**src/rtl/qcmp_pkg.sv**
```systemverilog
package qcmp_pkg;

    localparam int unsigned QW_BITS   = 64;
    localparam int unsigned QW_LANES  = 8;

    typedef enum logic [2:0] {
        PR_EQ     = 3'd0,
        PR_LT     = 3'd1,
        PR_LE     = 3'd2,
        PR_NEVER  = 3'd3,
        PR_NE     = 3'd4,
        PR_GE     = 3'd5,
        PR_GT     = 3'd6,
        PR_ALWAYS = 3'd7
    } pred_e;

    typedef enum logic [1:0] {
        VL_128 = 2'd0,
        VL_256 = 2'd1,
        VL_512 = 2'd2,
        VL_RSV = 2'd3
    } vlen_e;

    // Raw relation of one lane pair
    typedef struct packed {
        logic same;
        logic below;
    } lane_rel_t;

    function automatic logic pred_hit(pred_e p, lane_rel_t r);
        logic le;
        le = r.below | r.same;
        case (p)
            PR_EQ:     pred_hit = r.same;
            PR_LT:     pred_hit = r.below;
            PR_LE:     pred_hit = le;
            PR_NEVER:  pred_hit = 1'b0;
            PR_NE:     pred_hit = ~r.same;
            PR_GE:     pred_hit = ~r.below;
            PR_GT:     pred_hit = ~le;
            default:   pred_hit = 1'b1;
        endcase
    endfunction

endpackage

```
**src/rtl/qcmp_lane_cmp.sv**
```systemverilog
module qcmp_lane_cmp
    import qcmp_pkg::*;
#(
    parameter int unsigned LANE_W = QW_BITS
) (
    input  logic [LANE_W-1:0] opa,
    input  logic [LANE_W-1:0] opb,
    input  logic              is_signed,
    input  pred_e             pred,
    output logic              hit
);
    // Flipping the sign bit turns a signed compare into an unsigned one
    logic [LANE_W-1:0] ka, kb;
    lane_rel_t         rel;

    always_comb begin
        ka        = opa;
        kb        = opb;
        ka[LANE_W-1] = opa[LANE_W-1] ^ is_signed;
        kb[LANE_W-1] = opb[LANE_W-1] ^ is_signed;
        rel.same  = (opa == opb);
        rel.below = (ka < kb);
        hit       = pred_hit(pred, rel);
    end

endmodule

```
**src/rtl/qcmp_lane_gate.sv**
```systemverilog
module qcmp_lane_gate
    import qcmp_pkg::*;
#(
    parameter int unsigned LANES = QW_LANES
) (
    input  vlen_e             vlen,
    input  logic              wm_en,
    input  logic [LANES-1:0]  wm,
    output logic [LANES-1:0]  lane_en
);
    localparam int unsigned MIN_LANES = 2;

    logic [31:0] lane_cnt;

    always_comb begin
        lane_cnt = 32'(MIN_LANES) << vlen;
    end

    for (genvar j = 0; j < LANES; j++) begin : g_gate
        always_comb begin
            lane_en[j] = (32'(j) < lane_cnt) & (~wm_en | wm[j]);
        end
    end

endmodule

```
**src/rtl/qcmp_mask_unit.sv**
```systemverilog
module qcmp_mask_unit
    import qcmp_pkg::*;
#(
    parameter int unsigned LANE_W = QW_BITS,
    parameter int unsigned LANES  = QW_LANES,
    parameter int unsigned IMM_W  = 8
) (
    input  logic                    clk,
    input  logic                    rst,
    input  logic                    start,
    input  logic                    cmp_signed,
    input  logic [IMM_W-1:0]        cmp_imm,
    input  logic [1:0]              vec_len,
    input  logic                    wmask_en,
    input  logic [LANES-1:0]        wmask,
    input  logic                    bcast,
    input  logic                    src2_mem,
    input  logic [LANE_W*LANES-1:0] src1,
    input  logic [LANE_W*LANES-1:0] src2,
    output logic [LANES-1:0]        mask_out,
    output logic                    mask_valid
);
    localparam int unsigned PRED_W = 3;

    pred_e            pred;
    logic             use_bc;
    logic [LANES-1:0] hit;
    logic [LANES-1:0] lane_en;
    logic [LANES-1:0] mask_d;
    logic [LANES-1:0] mask_q;
    logic             vld_q;

    always_comb begin
        pred   = pred_e'(cmp_imm[PRED_W-1:0]);
        use_bc = bcast & src2_mem;
    end

    for (genvar j = 0; j < LANES; j++) begin : g_lane
        logic [LANE_W-1:0] b_sel;
        always_comb begin
            b_sel = use_bc ? src2[LANE_W-1:0] : src2[j*LANE_W +: LANE_W];
        end
        qcmp_lane_cmp #(.LANE_W(LANE_W)) u_cmp (
            .opa       (src1[j*LANE_W +: LANE_W]),
            .opb       (b_sel),
            .is_signed (cmp_signed),
            .pred      (pred),
            .hit       (hit[j])
        );
    end

    qcmp_lane_gate #(.LANES(LANES)) u_gate (
        .vlen    (vlen_e'(vec_len)),
        .wm_en   (wmask_en),
        .wm      (wmask),
        .lane_en (lane_en)
    );

    always_comb begin
        mask_d = hit & lane_en;
    end

    always_ff @(posedge clk) begin
        if (rst) begin
            mask_q <= '0;
            vld_q  <= 1'b0;
        end else begin
            vld_q <= start;
            if (start) begin
                mask_q <= mask_d;
            end
        end
    end

    assign mask_out   = mask_q;
    assign mask_valid = vld_q;

endmodule

```
**config.mk**
```make
export PLATFORM = sky130hd
export DESIGN_NAME = qcmp_mask_unit
export DESIGN_NICKNAME = d
export VERILOG_FILES = /design/src/rtl/qcmp_pkg.sv /design/src/rtl/qcmp_lane_cmp.sv /design/src/rtl/qcmp_lane_gate.sv /design/src/rtl/qcmp_mask_unit.sv
export SDC_FILE = /design/constraint.sdc
export NUM_CORES = 1
export LEC_CHECK = 0
export BUFFER_PORTS_ARGS = -buffer_cell sky130_fd_sc_hd__buf_2
export CORE_AREA = 5 5 413 415
export CTS_CLUSTER_DIAMETER = 50
export DETAILED_ROUTE_END_ITERATION = 7
export DIE_AREA = 0 0 418 420
export PLACE_DENSITY = 0.3
export SETUP_SLACK_MARGIN = 0.1
export SLEW_MARGIN = 20
export SYNTH_ARGS = -nofsm -noshare
export SYNTH_HDL_FRONTEND = slang
export SYNTH_SLANG_ARGS = --single-unit
```
**constraint.sdc**
```tcl
create_clock -name clk -period 10.53 [get_ports clk]
set_clock_uncertainty 0.05 [all_clocks]
set_input_delay 0.5265 -clock clk [delete_from_list [all_inputs] [get_ports clk]]
set_output_delay 0.5265 -clock clk [all_outputs]
set_load 0.02 [all_outputs]
```
==> metrics.cfg <==
[sta]
finalCritPeriodShare_pct=49.1
rsz0062_at_grt=false
setup_viol=0
final-hold-violation-count=0
tightest_slew_ns=1.12
hold_ws_ns=0.414
fmax_mhz=194
fin_crit_ns=5.17
setup_ws_ns=5.36
drv_slew=0
tns_ns=0
maxSlewHeadroom_pct=24.9

[setup_path]
cp_slowest_cell=nor4_1
worstReg2RegEnd=mask_out[1]
crit_buf_inv=4
regToRegSetupSlack_ns=9.81
arrival_ns=5.31
max_stage_delay_ns=0.75
critPathMostFrequentCell=buf_4
end_kind=flop
critPathTopFamily=simple AND/OR/NAND/NOR gates
crit_fanout=140
critical_path_class=in -> reg
worstPathCellList=buf_2 -> nand2_4 -> buf_12 -> buf_4 -> nor2_1 -> buf_4 -> a21oi_1 -> ha_1 -> nand4_1 -> nor4_1 -> nand3_1 -> o32ai_2 -> nor3_1 -> o31ai_2
startpoint_type=input pin
regToRegStartpoint=mask_out[1]
required_ns=10.67
rr_worst_depth=2

[worst_hold_path]
holdPathEnd=mask_out[4]
min_path_type=reg -> reg
min_from=mask_out[4]
holdPathStages=2

[pwr]
peakVddDrop_v=0.0000434
p_leak_nw=11.9
powerDensity_mw_per_mm2=52.3

[global_routing]
grt_pass1_wl_mm=206
grt_overflow=0
antenna_found_initial=149
grt_max_degree=141
first_global_vias=22200
grtUsageTotal_pct=17.4

[floorplan]
rows=150
fp.dieW_microns=418
dieHeight_microns=420
core_sq_mm=0.166
ios=1058
initial_utilization_pct=9.13
dieArea_sq_mm=0.176

[final_layout]
fin_nets=4734
syn_to_final_growth_pct=56.2
seqCellArea_sq_um=180
fillers=19600
layout-drive-gt1-share_pct=36.5
multi_input_area_sq_mm=0.0145
fin_area_sq_mm=0.0237
fin_cells=5400

[logic_synthesis]
async_flop_share_pct=0
synth_area_sq_mm=0.0152
yosysSeqAreaShare_pct=1.19
synth-edff-count=0
synth_top_flop_cell=dfxtp_1
avgSynthCellArea_sq_um=7.26
synthDistinctLibCells=62
yosysWarnings=0
ys_ff_latch=9
synth_nets=3674
synthCells=2090

[route]
dr.first_iter.drc_count=1187
firstDrtPassIters=5
routedWlPerCell_microns=30.0
post-route-drc-count=0
via_count=21500
wl_mm=162
ant_nets=0
viasPerCell=3.98

[cts]
cts_tree=done
cts_hold_buf=0
cts.repair.resized=0
clock_latency_ns=0.27
cts-root-to-sink-buffers=2
cts-htree-levels=1
clk_pin_slew_ns=0.06
cts_made_buffers=3
post_cts_buffers=0
cts.sinks=9
cts-root-buf=clkbuf_16

[placed_design]
place_area_sq_mm=0.0235
dp_hpwl_mm=150
gp_congestion=0.911
post-place-ws_ns=4.67
port_buffers=1052
dp.cells=5349

[run]
maxCapViolCount=0

[outcome]
outcome=complete, no violations

[how the worst max path moves through the flow]
stage	slack, ns	endpoint	cells after the start	start
final	5.36	mask_out[5]	14	src2_mem
after global placement	4.68	mask_out[4]	13	src2_mem
after floorplan	6.68	mask_out[4]	14	bcast
after detailed placement	4.67	mask_out[4]	13	src2_mem
after global routing	4.88	mask_out[4]	13	bcast
after CTS	4.97	mask_out[4]	13	src2_mem
[report_power, final]
| part | switching (W) | total (W) | internal [W] |
|---|---|---|---|
| Combinational | 0.000654 | 0.00111 | 0.000461 |
| Clock | 0.0000361 | 0.0000875 | 0.0000513 |
| Sequential | 0.00000118 | 0.0000376 | 0.0000364 |
| Total | 0.000691 | 0.00124 | 0.000548 |
[area by class of cell]
type | instances | area share [%]
Clock buffer | 3 | 0.317
Timing Repair Buffer | 1117 | 24.3
Tap cell | 2204 | 11.6
Sequential cell | 9 | 0.760
Multi-Input combinational cell | 1934 | 61.1
Antenna cell | 47 | 0.496
Clock inverter | 1 | 0.0211
Inverter | 85 | 1.35
[cells in the final DEF (no fill, tap or decap), types with 4 or more instances in the layout]
cell      netlist  layout
buf_2           8    1052
a21oi_1       622     622
ha_1          535     535
nand2_1       106     105
nor2_1        107     104
nand4_1        95      95
inv_1          85      85
a21o_1         80      80
o21ai_0        71      69
buf_4           0      64
nand3_1        53      53
diode_2         0      47
nor3_1         29      29
o211ai_1       19      19
a221oi_1       17      17
a211oi_1       17      17
xor2_1         15      15
and4_1         14      14
nor4_1         19      13
nor2b_1        12      12
o21ai_1        10      12
and3_1          9       9
dfxtp_1         9       9
a221o_1         7       7
xnor2_1         7       7
nor3b_1         7       7
nor4_2          0       6
a22oi_1         5       5
and2_1          4       4
nand4b_1        4       4
o221ai_1        4       4
mux2i_1         4       4
nand2b_1        4       4
[synthesized netlist by cell type (all sizes together) (3+ instances only)]
cell type | count | area, sq um
a2111o | 3 | 33.8
a2111oi | 6 | 65.1
a211oi | 17 | 128
a21o | 82 | 618
a21oi | 625 | 3140
a221o | 7 | 70.1
a221oi | 17 | 149
a22oi | 5 | 37.5
a31oi | 3 | 18.8
and2 | 7 | 43.8
and3 | 9 | 56.3
and4 | 14 | 123
buf | 14 | 62.6
clkbuf | 48 | 180
dfxtp | 9 | 180
ha | 535 | 6690
inv | 85 | 319
mux2i | 4 | 40.0
nand2 | 106 | 398
nand2b | 4 | 25.0
nand3 | 53 | 265
nand4 | 95 | 594
nand4b | 4 | 35.0
nor2 | 107 | 402
nor2b | 12 | 75.1
nor3 | 31 | 165
nor3b | 7 | 52.6
nor4 | 19 | 119
o211ai | 19 | 143
o21a | 4 | 32.5
o21ai | 81 | 405
o221ai | 4 | 35.0
o31ai | 4 | 40.0
or2 | 4 | 25.0
or3 | 3 | 18.8
or4 | 3 | 22.5
xnor2 | 7 | 61.3
xor2 | 15 | 131
[worst reg2reg max path, stage by stage (launching register included)]
cell,delay (ns)
dfxtp_1,0.32
a22oi_1,0.17
nand2b_1,0.07
[stage by stage]
| stage | power, W | util [%] |
|---|---|---|
| floorplan | 0.000576 | - |
| global placement | 0.00118 | 14.1 |
| detailed placement | 0.00118 | 14.1 |
| CTS | 0.00128 | 14.2 |
| global route | 0.00139 | 14.2 |
| finish | 0.00124 | 14.3 |
[registers in the layout, summed over array words and instances, names as in the netlist]
signal and count:
mask_valid 1, mask_out 8
[logic make-up (layout without fill, tap and decap cells)]
family          after synthesis  after routing  synth area share, %
simple gates                481            481                 16.1
xor+xnor                     22             22                 1.27
compound gates              891            891                 33.3
buf+inv                     147           1206                 3.70
fa+ha+maj                   535            535                 44.1
other cells                   0             47                    0
mux                           5              5                0.338
flops                         9              9                 1.19
[metal layers]
metal | global-route usage (%) | vias up | wire length [microns]
met4 | 1.99 | 78 | 2600
met5 | 0 | - | 517
met3 | 3.80 | 229 | 10100
met1 | 20.3 | 10100 | 64100
met2 | 33.4 | 811 | 84800
li1 | - | 10300 | -
Power figures use the tool's default switching activity.
